## config.mk

```make
export PLATFORM = sky130hd
export DESIGN_NAME = refclk_guard
export DESIGN_NICKNAME = d
export VERILOG_FILES = /design/src/rtl/refguard_pkg.sv /design/src/rtl/refguard_sync2.sv /design/src/rtl/refguard_act_mon.sv /design/src/rtl/refguard_startup.sv /design/src/rtl/refguard_fsm.sv /design/src/rtl/refclk_guard.sv
export SDC_FILE = /design/constraint.sdc
export NUM_CORES = 1
export LEC_CHECK = 0
export BUFFER_PORTS_ARGS = -buffer_cell sky130_fd_sc_hd__buf_2
export CORE_AREA = 2 2 71 73
export CTS_BUF_LIST = sky130_fd_sc_hd__clkbuf_16
export CTS_CLUSTER_SIZE = 12
export DETAILED_ROUTE_END_ITERATION = 10
export DIE_AREA = 0 0 73 75
export PLACE_DENSITY = 0.77
export SETUP_SLACK_MARGIN = 0.15
export SLEW_MARGIN = 15
export SYNTH_ARGS = -nofsm -noshare
export SYNTH_HDL_FRONTEND = slang
export SYNTH_SLANG_ARGS = --single-unit
```

## constraint.sdc

```tcl
create_clock -name clk -period 2.34 [get_ports clk]
set_input_delay 0.468 -clock clk [delete_from_list [all_inputs] [get_ports clk]]
set_output_delay 0.468 -clock clk [all_outputs]
set_load 0.1 [all_outputs]
```

## src/rtl/refguard_pkg.sv

```systemverilog
package refguard_pkg;
  typedef enum logic [1:0] {
    ST_FREE  = 2'b00,
    ST_TRACK = 2'b01,
    ST_HOLD  = 2'b10
  } lock_st_e;

  localparam int unsigned NREF = 2;
endpackage

```

## src/rtl/refguard_sync2.sv

```systemverilog
module refguard_sync2 #(
  parameter int unsigned     W       = 1,
  parameter logic [W-1:0]    RST_VAL = '0
) (
  input  logic         clk,
  input  logic         rst_n,
  input  logic [W-1:0] d,
  output logic [W-1:0] q
);
  logic [W-1:0] meta;

  always_ff @(posedge clk or negedge rst_n) begin
    if (!rst_n) begin
      meta <= RST_VAL;
      q    <= RST_VAL;
    end else begin
      meta <= d;
      q    <= meta;
    end
  end
endmodule

```

## src/rtl/refguard_act_mon.sv

```systemverilog
module refguard_act_mon #(
  parameter int unsigned LIMIT = 32
) (
  input  logic clk,
  input  logic rst_n,
  input  logic ref_s,
  output logic alive
);
  localparam int unsigned CW     = $clog2(LIMIT + 1);
  localparam logic [CW-1:0] CMAX = CW'(LIMIT);
  localparam logic [CW-1:0] CLST = CW'(LIMIT - 1);

  logic          ref_q;
  logic          rise;
  logic [CW-1:0] gap;

  assign rise = ref_s & ~ref_q;

  always_ff @(posedge clk or negedge rst_n) begin
    if (!rst_n) begin
      ref_q <= 1'b0;
      gap   <= CMAX;
      alive <= 1'b0;
    end else begin
      ref_q <= ref_s;
      if (rise) begin
        gap   <= '0;
        alive <= 1'b1;
      end else begin
        if (gap != CMAX) gap <= gap + 1'b1;
        if (gap == CLST) alive <= 1'b0;
      end
    end
  end
endmodule

```

## src/rtl/refguard_startup.sv

```systemverilog
module refguard_startup #(
  parameter int unsigned WIN_CYC = 1000
) (
  input  logic clk,
  input  logic rst_n,
  input  logic sel_s,
  output logic busy,
  output logic err
);
  localparam int unsigned CW     = $clog2(WIN_CYC + 1);
  localparam logic [CW-1:0] CEND = CW'(WIN_CYC);

  logic [CW-1:0] elapsed;

  assign busy = (elapsed != CEND);

  always_ff @(posedge clk or negedge rst_n) begin
    if (!rst_n) begin
      elapsed <= '0;
      err     <= 1'b0;
    end else begin
      if (busy) elapsed <= elapsed + 1'b1;
      if (busy && !sel_s) err <= 1'b1;
    end
  end
endmodule

```

## src/rtl/refguard_fsm.sv

```systemverilog
module refguard_fsm
  import refguard_pkg::*;
(
  input  logic     clk,
  input  logic     rst_n,
  input  logic     sel_alive,
  output lock_st_e state,
  output logic     los,
  output logic     freeze
);
  lock_st_e nxt;

  always_comb begin
    nxt = state;
    unique case (state)
      ST_FREE:  if (sel_alive)  nxt = ST_TRACK;
      ST_TRACK: if (!sel_alive) nxt = ST_HOLD;
      ST_HOLD:  if (sel_alive)  nxt = ST_TRACK;
      default:  nxt = ST_FREE;
    endcase
  end

  always_ff @(posedge clk or negedge rst_n) begin
    if (!rst_n) begin
      state  <= ST_FREE;
      los    <= 1'b0;
      freeze <= 1'b0;
    end else begin
      state  <= nxt;
      freeze <= (state == ST_TRACK) && (nxt == ST_HOLD);
      if (nxt == ST_HOLD && state == ST_TRACK) los <= 1'b1;
      else if (nxt == ST_TRACK)                los <= 1'b0;
    end
  end
endmodule

```

## src/rtl/refclk_guard.sv

```systemverilog
module refclk_guard
  import refguard_pkg::*;
#(
  parameter int unsigned OSC_HZ     = 20_000_000,
  parameter int unsigned WIN_MS     = 251,
  parameter int unsigned REF_DIV    = 8,
  parameter int unsigned MISS_LIMIT = 4 * REF_DIV
) (
  input  logic       clk,
  input  logic       rst_n,
  input  logic [1:0] ref_in,
  input  logic       sel_first,
  output logic [1:0] ref_alive,
  output logic [1:0] lock_state,
  output logic       los_alarm,
  output logic       freeze_stb,
  output logic       startup_busy,
  output logic       startup_err
);
  localparam int unsigned CYC_PER_MS = OSC_HZ / 1000;
  localparam int unsigned WIN_CYC    = CYC_PER_MS * WIN_MS;

  logic [NREF-1:0] ref_s;
  logic            sel_s;
  logic            use_second;
  logic            sel_alive;
  lock_st_e        st;

  refguard_sync2 #(
    .W       (NREF + 1),
    .RST_VAL ({1'b1, {NREF{1'b0}}})
  ) u_sync (
    .clk   (clk),
    .rst_n (rst_n),
    .d     ({sel_first, ref_in}),
    .q     ({sel_s, ref_s})
  );

  for (genvar i = 0; i < NREF; i++) begin : g_mon
    refguard_act_mon #(.LIMIT(MISS_LIMIT)) u_mon (
      .clk   (clk),
      .rst_n (rst_n),
      .ref_s (ref_s[i]),
      .alive (ref_alive[i])
    );
  end

  refguard_startup #(.WIN_CYC(WIN_CYC)) u_start (
    .clk   (clk),
    .rst_n (rst_n),
    .sel_s (sel_s),
    .busy  (startup_busy),
    .err   (startup_err)
  );

  assign use_second = !startup_busy && !sel_s;
  assign sel_alive  = use_second ? ref_alive[1] : ref_alive[0];

  refguard_fsm u_fsm (
    .clk       (clk),
    .rst_n     (rst_n),
    .sel_alive (sel_alive),
    .state     (st),
    .los       (los_alarm),
    .freeze    (freeze_stb)
  );

  assign lock_state = st;
endmodule

```

==> flow_summary.yaml <==
synthesis:
  yosys.area.top_type: "dfrtp_1"
  synth_nets: 205
  synth_top_area_share_pct: 50.9
  synth_warnings: 0
  synth_most_common_cell: "dfrtp_1"
  avgSynthCellArea_um2: 11.7
  synth_cell_types: 41
  yosysSeqAreaShare_pct: 55.6
  yosys-top-cells-area: "dfrtp_1 (51%), xnor2_1 (7.0%), xor2_1 (5.4%)"
  synth_enable_flop_cells: 0
  synth_area_um2: 2260
  synth_ff_type: "dfrtp_1"
  async_flop_share_pct: 100
  synth_cells: 194
  synth-seq-cells: 50
  synth_common_cells: "dfrtp_1 (46), xnor2_1 (18), xor2_1 (14), nor2_1 (13), nand3_1 (12)"
global_route:
  antenna_found_initial: 0
  met3_usage_pct: 4.55
  grt_overflow: 0
  grt_use_met2_pct: 26.3
  grt_pass1_vias: 1501
  met1_usage_pct: 22.0
  gr-usage-all-layers_pct: 16.7
  grt_pass1_wl_um: 6940
  grt_busiest_layer: "met2"
  grt_max_degree: 29
routing:
  drt_iter0_markers: 40
  num_vias: 1470
  drt_wl_total_um: 4010
  dr.pass1.iters: 4
  drc: 0
  viasPerCell: 5.42
  drt-wirelength-per-cell_um: 14.8
  drtAntennaViolNets: 0
run:
  drv_cap: 0
finish:
  drive_above_1_share_pct: 20.7
  area_growth_pct: 14.7
  fin_nets: 227
  fin_cells: 271
  final_cell_area_um2: 2590
  fillCellCount: 375
  diodes: 0
clock_tree:
  clock-sinks: 50
  cts.clk_slew.worst_paths_ns: 0.07
  clk_latency_ns: 0.29
  max-clock-path-buffers: 2
  cts_inserted_buffers: 5
  clockRootBuffer: "clkbuf_16"
  h-tree-depth: 2
  postCtsHoldBufs: 0
  tritoncts: "yes"
floorplan:
  die_w_um: 73
  io_pins: 13
  rows: 25
  die_h_um: 75
  design.core.area_um2: 4660
  initial_utilization_pct: 48.5
  dieArea_um2: 5480
min_path:
  hp-class: "input port to asynchronous set/reset pin"
timing:
  fmax_mhz: 463
  period_share_pct: 92.3
  maxSlewHeadroom_pct: 60.8
  drv_slew: 0
  hold_violations: 0
  setup-violations-final: 0
  worst_slew_pin_slew_ns: 0.588
  tns_ns: 0
  finalCriticalPeriod_ns: 2.16
  skew_ns: 0.00523
  rsz0062_at_grt: "true"
critical_path:
  slowest_delay_ns: 0.43
  criticalPathCategory: "register to output pin"
  arrival_ns: 1.69
  cp-start-kind: "register"
  crit_slowest_cell: "dfrtp_2"
  r2r_setup_slack_ns: 0.40
  reg2reg_depth: 8
  required_ns: 1.87
  endpoint_kind: "output pin"
  cp_max_fo: 5
  crit_path_cell_trace: "inv_1 -> ha_1 -> and4bb_2 -> nand4_4 -> nor2_4 -> inv_2 -> buf_12"
power:
  vdd_drop_max_v: 0.000668
  total_power_uw: 1830
  powerDensity_nw_per_um2: 705
  p_leak_uw: 0.00115
place:
  place_area_um2: 2390
  hpwl_um: 2800
  io_buffers: 12
  routabilityCongestion: 0.839
  dpl.cell_count: 259
run_status:
  outcome: "finished clean"
## logic make-up after synthesis
family,after synthesis,share of synthesized area (%)
buffers and inverters,15,2.82
multiplexers,2,0.941
XOR/XNOR,32,12.4
adder cells (fa/ha/maj),6,3.32
AND/OR/NAND/NOR,77,21.3
flip-flops,50,55.6
AO/OA/AOI/OAI,12,3.71
## per-stage QoR
step | hold WS [ns] | utilization (%) | setup WS [ns]
floorplan | 0.172 | - | 0.208
global placement | 0.334 | 51.2 | 0.373
detailed placement | 0.339 | 51.2 | 0.329
CTS | 0.207 | 54.8 | 0.159
global route | 0.228 | 55.7 | 0.103
finish | 0.183 | 55.7 | 0.179
## final cells by class
cell class	instances	area (µm²)	share of cell area, %
Multi-Input combinational cell	129	953	36.8
Clock buffer	5	125	4.82
Tap cell	54	67.6	2.60
Clock inverter	3	21.3	0.820
Inverter	11	41.3	1.59
Timing Repair Buffer	19	128	4.92
Sequential cell	50	1260	48.5
## per-layer routing
layer  part of all wire, %  up-vias
met5                     0        -
li1                      -      715
met1                    47      720
met2                    48       27
met3                   3.8        8
met4                   2.0        0
## cell usage in the layout (no fill, tap or decap), drive strengths merged, types with 2 or more instances in the layout
cell     n
a21oi    3
and3     4
and4     4
and4bb   2
buf     19
clkbuf   5
clkinv   2
dfrtp   46
dfstp    4
ha       6
inv     11
nand2   10
nand3   12
nand4    5
nor2    14
nor2b    2
nor3    10
nor4     2
nor4b    4
o21a     2
o21bai   2
xnor2   18
xor2    14
## worst max-delay path, delay by kind of cell, from the launching register on
| kind | cells | cell delay [ns] |
|---|---|---|
| simple gates | 3 | 0.55 |
| buf+inv | 3 | 0.28 |
| fa+ha+maj | 1 | 0.15 |
| flops | 1 | 0.43 |
## repair_timing
action | CTS | global route
buffers inserted | 1 | 3
pin swaps | 1 | 1
resized for setup | 3 | 5
setup endpoints to repair | 1 | 1
hold endpoints to repair | 0 | 0
## flip-flops by register name, summed over array words and instances, names as in the netlist
register and count:
u_start.elapsed 23, u_start.err 1, u_sync.q 3, g_mon.u_mon.gap 12
u_fsm.freeze 1, g_mon.u_mon.ref_q 2, u_sync.meta 3, u_fsm.state 2
g_mon.u_mon.alive 2, u_fsm.los 1
## power by group
part / internal [µW] / switching, µW
clock network: 396 / 307
registers: 921 / 59.1
logic: 67.9 / 77.9
## path summary, 6_finish.rpt
check,start,endpoint
min,rst_n,g_mon[0].u_mon.gap[1]
max,u_start.elapsed[0],startup_busy
max reg2reg,u_start.elapsed[0],u_fsm.state[1]
min reg2reg,u_sync.meta[1],u_sync.q[1]
min in group clk,sel_first,u_sync.meta[2]
max in group asynchronous,rst_n,g_mon[0].u_mon.gap[5]
Note: power is estimated with default switching activity, not from simulation.
